## src/rtl/useq_pkg.sv

```systemverilog
package useq_pkg;

    localparam int UADDR_W = 4;
    localparam int OPC_W   = 6;

    typedef enum logic [1:0] {
        AC_FETCH    = 2'b00,
        AC_DISPATCH = 2'b01,
        AC_STEP     = 2'b10,
        AC_RSVD     = 2'b11
    } addr_ctl_e;

    localparam logic [OPC_W-1:0] OP_REG_ALU = 6'b000000;
    localparam logic [OPC_W-1:0] OP_BR_EQ   = 6'b000100;
    localparam logic [OPC_W-1:0] OP_OR_IMM  = 6'b001101;
    localparam logic [OPC_W-1:0] OP_LOAD    = 6'b100011;
    localparam logic [OPC_W-1:0] OP_STORE   = 6'b101011;

    localparam logic [3:0] TGT_REG_ALU = 4'd4;
    localparam logic [3:0] TGT_BR_EQ   = 4'd3;
    localparam logic [3:0] TGT_OR_IMM  = 4'd6;
    localparam logic [3:0] TGT_LOAD    = 4'd8;
    localparam logic [3:0] TGT_STORE   = 4'd11;
    localparam logic [3:0] TGT_NONE    = 4'd0;

    typedef struct packed {
        logic [UADDR_W-1:0] zero;
        logic [UADDR_W-1:0] disp;
        logic [UADDR_W-1:0] incr;
    } next_cand_t;

    function automatic logic [3:0] dispatch_target(input logic [OPC_W-1:0] op);
        logic [3:0] t;
        case (op)
            OP_REG_ALU: t = TGT_REG_ALU;
            OP_BR_EQ:   t = TGT_BR_EQ;
            OP_OR_IMM:  t = TGT_OR_IMM;
            OP_LOAD:    t = TGT_LOAD;
            OP_STORE:   t = TGT_STORE;
            default:    t = TGT_NONE;
        endcase
        return t;
    endfunction

endpackage

```

## src/rtl/useq_dispatch_rom.sv

```systemverilog
module useq_dispatch_rom #(
    parameter int AW = useq_pkg::UADDR_W,
    parameter int OW = useq_pkg::OPC_W
) (
    input  logic [OW-1:0] opcode,
    output logic [AW-1:0] target
);
    import useq_pkg::*;

    localparam int TW = 4;

    logic [TW-1:0] raw;

    always_comb begin
        raw = dispatch_target(opcode[OPC_W-1:0]);
    end

    generate
        if (AW > TW) begin : g_wide
            assign target = {{(AW-TW){1'b0}}, raw};
        end else begin : g_narrow
            assign target = raw[AW-1:0];
        end
    endgenerate

endmodule

```

## src/rtl/useq_next_sel.sv

```systemverilog
module useq_next_sel #(
    parameter int AW = useq_pkg::UADDR_W
) (
    input  logic [1:0]    addr_ctl,
    input  logic [AW-1:0] cur,
    input  logic [AW-1:0] disp_tgt,
    output logic [AW-1:0] nxt
);
    import useq_pkg::*;

    next_cand_t cand;
    addr_ctl_e  ctl;

    always_comb begin
        cand.zero = '0;
        cand.disp = disp_tgt;
        cand.incr = cur + AW'(1);
        ctl       = addr_ctl_e'(addr_ctl);
        case (ctl)
            AC_DISPATCH: nxt = cand.disp;
            AC_STEP:     nxt = cand.incr;
            AC_FETCH:    nxt = cand.zero;
            default:     nxt = cand.zero;
        endcase
    end

endmodule

```

## src/rtl/useq_upc_reg.sv

```systemverilog
module useq_upc_reg #(
    parameter int AW = useq_pkg::UADDR_W
) (
    input  logic          clk,
    input  logic          rst,
    input  logic          hold,
    input  logic [AW-1:0] nxt,
    output logic [AW-1:0] upc
);

    always_ff @(posedge clk) begin
        if (rst) begin
            upc <= '0;
        end else if (!hold) begin
            upc <= nxt;
        end
    end

    assert_reset_clears_R1: assert property (@(posedge clk)
        rst |=> (upc == '0));

    assert_reset_beats_wait_R8: assert property (@(posedge clk)
        (rst && hold) |=> (upc == '0));

    assert_wait_freezes_R7: assert property (@(posedge clk) disable iff (rst)
        hold |=> $stable(upc));

endmodule

```

## src/rtl/useq_sequencer.sv

```systemverilog
module useq_sequencer #(
    parameter int AW = useq_pkg::UADDR_W,
    parameter int OW = useq_pkg::OPC_W
) (
    input  logic          clk,
    input  logic          rst,
    input  logic [1:0]    addr_ctl,
    input  logic [OW-1:0] opcode,
    input  logic          mem_wait,
    output logic [AW-1:0] uaddr
);
    import useq_pkg::*;

    logic [AW-1:0] disp_tgt;
    logic [AW-1:0] nxt;

    useq_dispatch_rom #(.AW(AW), .OW(OW)) u_rom (
        .opcode (opcode),
        .target (disp_tgt)
    );

    useq_next_sel #(.AW(AW)) u_sel (
        .addr_ctl (addr_ctl),
        .cur      (uaddr),
        .disp_tgt (disp_tgt),
        .nxt      (nxt)
    );

    useq_upc_reg #(.AW(AW)) u_upc (
        .clk  (clk),
        .rst  (rst),
        .hold (mem_wait),
        .nxt  (nxt),
        .upc  (uaddr)
    );

    assert_fetch_zero_R2: assert property (@(posedge clk) disable iff (rst)
        (!mem_wait && addr_ctl == 2'b00) |=> (uaddr == '0));

    assert_dispatch_load_R3: assert property (@(posedge clk) disable iff (rst)
        (!mem_wait && addr_ctl == 2'b01 && opcode == OW'(6'b100011)) |=> (uaddr == AW'(8)));

    assert_dispatch_unknown_R4: assert property (@(posedge clk) disable iff (rst)
        (!mem_wait && addr_ctl == 2'b01 && opcode == OW'(6'b111111)) |=> (uaddr == '0));

    assert_step_incr_R5: assert property (@(posedge clk) disable iff (rst)
        (!mem_wait && addr_ctl == 2'b10) |=> (uaddr == AW'($past(uaddr) + AW'(1))));

    assert_reserved_zero_R6: assert property (@(posedge clk) disable iff (rst)
        (!mem_wait && addr_ctl == 2'b11) |=> (uaddr == '0));

endmodule

```

## config.mk

```make
export PLATFORM = sky130hd
export DESIGN_NAME = useq_sequencer
export DESIGN_NICKNAME = d
export VERILOG_FILES = /design/src/rtl/useq_pkg.sv /design/src/rtl/useq_dispatch_rom.sv /design/src/rtl/useq_next_sel.sv /design/src/rtl/useq_upc_reg.sv /design/src/rtl/useq_sequencer.sv
export SDC_FILE = /design/constraint.sdc
export NUM_CORES = 1
export LEC_CHECK = 0
export BUFFER_PORTS_ARGS = -buffer_cell sky130_fd_sc_hd__buf_2
export CORE_AREA = 10 10 47 49
export DETAILED_ROUTE_END_ITERATION = 8
export DIE_AREA = 0 0 57 59
export SETUP_SLACK_MARGIN = 0.3
export SYNTH_ARGS = -nofsm -noshare
export SYNTH_HDL_FRONTEND = slang
export SYNTH_SLANG_ARGS = --single-unit
export TNS_END_PERCENT = 50
```

## constraint.sdc

```tcl
create_clock -name clk -period 2.6 [get_ports clk]
set_input_delay 0.26 -clock clk [delete_from_list [all_inputs] [get_ports clk]]
set_output_delay 0.26 -clock clk [all_outputs]
set_load 0.005 [all_outputs]
```

**Yosys cells after proc, flatten, opt, wreduce, memory -nomap -nowiden**

Index checks and enable logic that the tools add are counted.

- Add/sub/neg operators: 1
- Equal/unequal tests: 6
- Mux-type cells: 2
- Reduce and logical (&&, ||, !) cells: 1

Operators by type and width:

| cell | number |
|---|---|
| 4-bit case mux with 5 select lines | 1 |
| 6-bit equality test (second input constant) | 2 |
| 4-bit case mux with 2 select lines | 1 |
| 6-bit by 3-bit equality test with 1-bit output (second input constant) | 1 |
| 6-bit by 4-bit equality test with 1-bit output (second input constant) | 1 |
| 6-bit zero test | 1 |
| 4-bit by 1-bit adder with 4-bit output (second input constant) | 1 |
| 2-bit by 1-bit equality test with 1-bit output (second input constant) | 1 |
| 2-bit equality test (second input constant) | 1 |

- Register bits after elaboration: 4
- Input bits: 11
- Output and inout port bits: 4
- Word-level logic and storage cells: 11

**Logic depth before layout (Yosys ltp)**

- Word-level depth: 3
- Depth in mapped cells: 5
- Depth with buffers taken out: 5

**Modules after synthesis**

A second synthesis with hierarchy kept.

- Cell total of the unflattened synthesis: 45
- Area, all modules: 355.3 sq um

By module, submodules not included:

| module | times used | cells each | area an instance (sq um) | seq. area each (sq um) |
|---|---|---|---|---|
| useq_upc_reg | 1 | 13 | 140.1 | 80.1 |
| useq_next_sel | 1 | 18 | 130.1 | 0.0 |
| useq_dispatch_rom | 1 | 14 | 85.1 | 0.0 |

**Worst setup path before layout**

Ideal clock, no wire load.

- Path type: input-to-reg
- Start point: in addr_ctl[0]
- End point: reg u_upc.upc[3]
- Setup time: 0.074 ns
- Arrival: 1.324 ns
- Data required time: 2.526 ns
- Path slack: 1.202 ns
- Stages: 5
- Path buffers: 0
- Cell sequence: inv_1 -> ha_1 -> nor2b_2 -> or4b_1 -> a31oi_1

- Word-level cells in the longest chain between the ends: 2
- Elaborated cells on any way between the ends: 3
- Those cells by class: eq/ne (2); mux (1)

RTL lines:

| what | line | RTL |
|---|---|---|
| start: declaration | useq_sequencer.sv:7 | `input logic [1:0] addr_ctl,` |
| 2-bit equality test / 2-bit by 1-bit equality test with 1-bit output (equally long branches) | useq_next_sel.sv:19 | `case (ctl)` |
| 4-bit case mux with 2 select lines (*) | useq_next_sel.sv:19 |  |
| end signal: assignment | useq_upc_reg.sv:15 | `upc <= nxt;` |
| end: declaration | useq_upc_reg.sv:8 | `output logic [AW-1:0] upc` |

Mark *: on every way between the ends. The rest lies on a longest branch, timed or not.
A chain may end at the register's enable or synchronous reset.

**Final worst setup path**

Ends and elaborated chain as after synthesis.

==> results summary <==
Of the total power, the clock network draws between 40% and 50%. The largest total area in the synthesized netlist belongs to sky130_fd_sc_hd__dfxtp_1. The total clock buffers created by CTS came out at 3.

Before CTS, the worst setup slack after placement is approximately 1.0 ns. The iteration-0 DRC count of the detailed router is 2. The width of the die is about 57 um. The highest clock rate came out at approximately 0.74 GHz. The clock net in this run drives a total of 4 sinks.

In this run the vertical extent of the chip is about 60 um. Setup violations remaining at the end of the flow were counted as 0. The number of hold-slack violations in the final timing report came out at 0. The slew of the pin with the lowest slew margin came out at approximately 0.36 ns. The initial antenna violation count is 0. The standby leakage power came out at about 0.18 nW. The row count came out at 14. In the routed design, unresolved DRC markers number 0.

The clock latency of the later-clocked register in the worst-skew pair came out at between 0.2 and 0.25 ns. The final route contains 347 vias. The internal portion of the total power is 130 uW. The run finished with clean final reports. The die footprint came out at between 3000 and 4000 sq um. The net switching share of the total power is between 20% and 30%. The count of buffers from port buffering came out at 14. The worst setup path is captured at a register.

By area the synthesized netlist is led by sky130_fd_sc_hd__dfxtp_1 (25%), sky130_fd_sc_hd__ha_1 (12%), sky130_fd_sc_hd__a32oi_1 (5.4%). Relative to the synthesized area, the layout overhead comes to 33.2%. In the final layout, the registers with the most flip-flops are u_upc.upc: 4 flops.

The share of total power dissipated in sequential elements is 37.5%. The count of boundary I/O pins is 15. The placed cell count came out at 67. The endpoint arrival time on the critical path is 1.51 ns. The type of the worst setup path is in2reg.

The final-layout setup total negative slack came out at 0 ns. Global routing consumed, over all layers together, 5.53% of the routing resources. For this configuration, the core starts out at a cell density of 23.1%.

Counting the fill cells in the layout gives between 150 and 200. IR analysis of the VDD net gives a maximum drop of around 150 uV. In the final routed layout, each cell accounts on average for between 10 and 15 um. The register containing the most flip-flops in the final layout is u_upc.upc. The synthesized area divided by synthesized cell count is 8.53 sq um. Across the run, the number of max-cap violations was 0. The total cell area at the placement stage came out at just over 400 sq um. The maximum number of pins on one net before global-route repair came out at 10. The number of register bits inferred by synthesis is 4. The count of final max-slew check failures is 0. The tree is rooted in a sky130_fd_sc_hd__clkbuf_4.

The wire length after detailed routing is 839 um. The wire length of the first global-routing pass came out at 1.39 mm. The number of H-tree levels came out at 1. The number of routed nets with antenna violations is 0. The worst-case clock buffer depth came out at 2. The required time at the worst-slack endpoint is about 2.8 ns.

The kind of start point of the critical path is a primary input. The number of global-route vias before repair is approximately 340. The clock tree from TritonCTS is yes.

The buffer count from post-CTS setup fixing is 0. Once the clock tree was built, the resizer swapped 0 gates to a different size. The finished layout holds 70 standard cells, fillers aside. The number of distinct standard cells referenced by the synthesized netlist is 25. In this run, post-CTS hold repair placed 0 buffers.

Setup repair after global routing left no endpoint under its margin. The total power is 173 uW. In the finished design, the share of the clock period the worst path needs comes to between 50% and 60%. The min-delay analysis places its worst path in the category in2reg. The share of cells above drive strength 1 came out at 35.2%. The area share of the largest cell type after synthesis is between 20% and 30%.

The highest fanout seen on the critical path is 4. The mean number of vias per cell came out at 4.96. The final global-route overflow total came out at 0.

The minimum clock period after layout is approximately 1.3 ns. The standard cell core area came out at between 1000 and 1500 sq um. Once routing completed, OpenROAD measured the worst setup slack at 1.25 ns. The final net count is 70. The cell area that synthesis handed to floorplanning was between 300 and 400 sq um. The number of instances in the synthesized netlist is 38. The headroom to the max-slew limit came out at 76.0%. The cell area power density is 400 nW/um^2. The area of all placed cells without fillers is 432 sq um. The diode insertion count for antenna repair is 0. The detailed-router iteration count before antenna repair is 4. The reported net switching power came out at ~42 uW.

The worst-case clock skew is slightly below 0.0005 ns. The global placement routability congestion is roughly 0.70. The number of nets produced by synthesis came out at 52.

The register with the most flip-flops in the layout has 4 of them. The clock-pin slew reported for the worst setup and hold paths after clock tree synthesis came out at approximately 0.040 ns. The number of warnings reported in the yosys synthesis log came out at 0. Per report_power, the combinational group accounts for between 10% and 20% of the total. The portion of the post-synthesis area used by sequential elements is roughly 25%.
-- final timing paths --
kind	to	cells after the start	slack (ns)	from
worst max-delay path	u_upc.upc[3]$_SDFFE_PP0N_	6	1.25	addr_ctl[0]
worst min-delay path	u_upc.upc[3]$_SDFFE_PP0N_	2	0.25	rst
worst max register to register	u_upc.upc[3]$_SDFFE_PP0N_	3	1.39	u_upc.upc[0]$_SDFFE_PP0N_
worst min register to register	u_upc.upc[3]$_SDFFE_PP0N_	2	0.51	u_upc.upc[3]$_SDFFE_PP0N_
-- layout by cell type, fill, tap and decap left out --
| cell | count |
|---|---|
| sky130_fd_sc_hd__a21oi_1 | 2 |
| sky130_fd_sc_hd__a22oi_1 | 1 |
| sky130_fd_sc_hd__a31oi_1 | 2 |
| sky130_fd_sc_hd__a32oi_1 | 2 |
| sky130_fd_sc_hd__and3_1 | 1 |
| sky130_fd_sc_hd__and4b_1 | 1 |
| sky130_fd_sc_hd__buf_2 | 14 |
| sky130_fd_sc_hd__clkbuf_4 | 3 |
| sky130_fd_sc_hd__dfxtp_1 | 4 |
| sky130_fd_sc_hd__ha_1 | 3 |
| sky130_fd_sc_hd__inv_1 | 2 |
| sky130_fd_sc_hd__nand2b_1 | 1 |
| sky130_fd_sc_hd__nand3_1 | 3 |
| sky130_fd_sc_hd__nor2_1 | 3 |
| sky130_fd_sc_hd__nor2b_1 | 1 |
| sky130_fd_sc_hd__nor2b_2 | 1 |
| sky130_fd_sc_hd__nor3_1 | 1 |
| sky130_fd_sc_hd__nor3b_1 | 1 |
| sky130_fd_sc_hd__nor4b_1 | 1 |
| sky130_fd_sc_hd__nor4b_2 | 1 |
| sky130_fd_sc_hd__o211ai_1 | 1 |
| sky130_fd_sc_hd__o21ai_0 | 1 |
| sky130_fd_sc_hd__o22ai_1 | 1 |
| sky130_fd_sc_hd__o32ai_1 | 1 |
| sky130_fd_sc_hd__or4b_1 | 1 |
| sky130_fd_sc_hd__xnor2_1 | 1 |
-- cells in the mapped netlist, drive strengths merged --
cell type	count
a21oi	2
a22oi	1
a31oi	2
a32oi	2
and3	1
and4b	1
buf	1
dfxtp	4
ha	3
inv	2
nand2b	1
nand3	3
nor2	3
nor2b	2
nor3	1
nor3b	1
nor4b	2
o211ai	1
o21ai	1
o22ai	1
o32ai	1
or4b	1
xnor2	1
-- per-stage QoR --
step,hold WS [ns],util [%]
after floorplan,0.329,-
after global placement,0.490,29.2
after detailed placement,0.485,29.2
after CTS,0.237,30.8
after global routing,0.253,30.8
final,0.246,30.8
-- power by group through the flow --
stage / clock (mW) / sequential (mW) / combinational (mW)
floorplan: 0 / 0.0654 / 0.0177
detailed placement: 0 / 0.0655 / 0.0330
CTS: 0.0790 / 0.0646 / 0.0332
global route: 0.0836 / 0.0648 / 0.0372
global placement: 0 / 0.0655 / 0.0321
finish: 0.0752 / 0.0646 / 0.0327
-- critical path, stage by stage --
cell	delay (ns)
sky130_fd_sc_hd__buf_2	0.09
sky130_fd_sc_hd__inv_1	0.04
sky130_fd_sc_hd__ha_1	0.35
sky130_fd_sc_hd__nor2b_2	0.20
sky130_fd_sc_hd__or4b_1	0.44
sky130_fd_sc_hd__a31oi_1	0.13
-- logic make-up (layout without fill, tap and decap cells) --
kind of cell	Yosys count	count (layout)	synth area share, %
flip-flops	4	4	24.7
AND/OR/NAND/NOR	16	16	34.0
buffers and inverters	3	19	3.86
AO/OA/AOI/OAI	11	11	23.2
XOR/XNOR	1	1	2.70
adder cells (fa/ha/maj)	3	3	11.6
-- per-layer routing --
| layer | track usage (%) | up-vias | wire length (um) |
|---|---|---|---|
| met1 | 5.22 | 150 | 364 |
| met4 | 3.02 | 0 | 0 |
| li1 | - | 184 | - |
| met2 | 7.75 | 13 | 374 |
| met3 | 5.36 | 0 | 100 |
| met5 | 0 | - | 0 |
-- layout make-up --
cell class	count	area, sq um	share of cell area [%]
Clock buffer	3	22.5	5.22
Inverter	2	7.51	1.74
Multi-Input combinational cell	31	231	53.6
Sequential cell	4	80.1	18.6
Tap cell	16	20.0	4.64
Timing Repair Buffer	14	70.1	16.2
No activity file was read; power rests on OpenSTA's default activity.
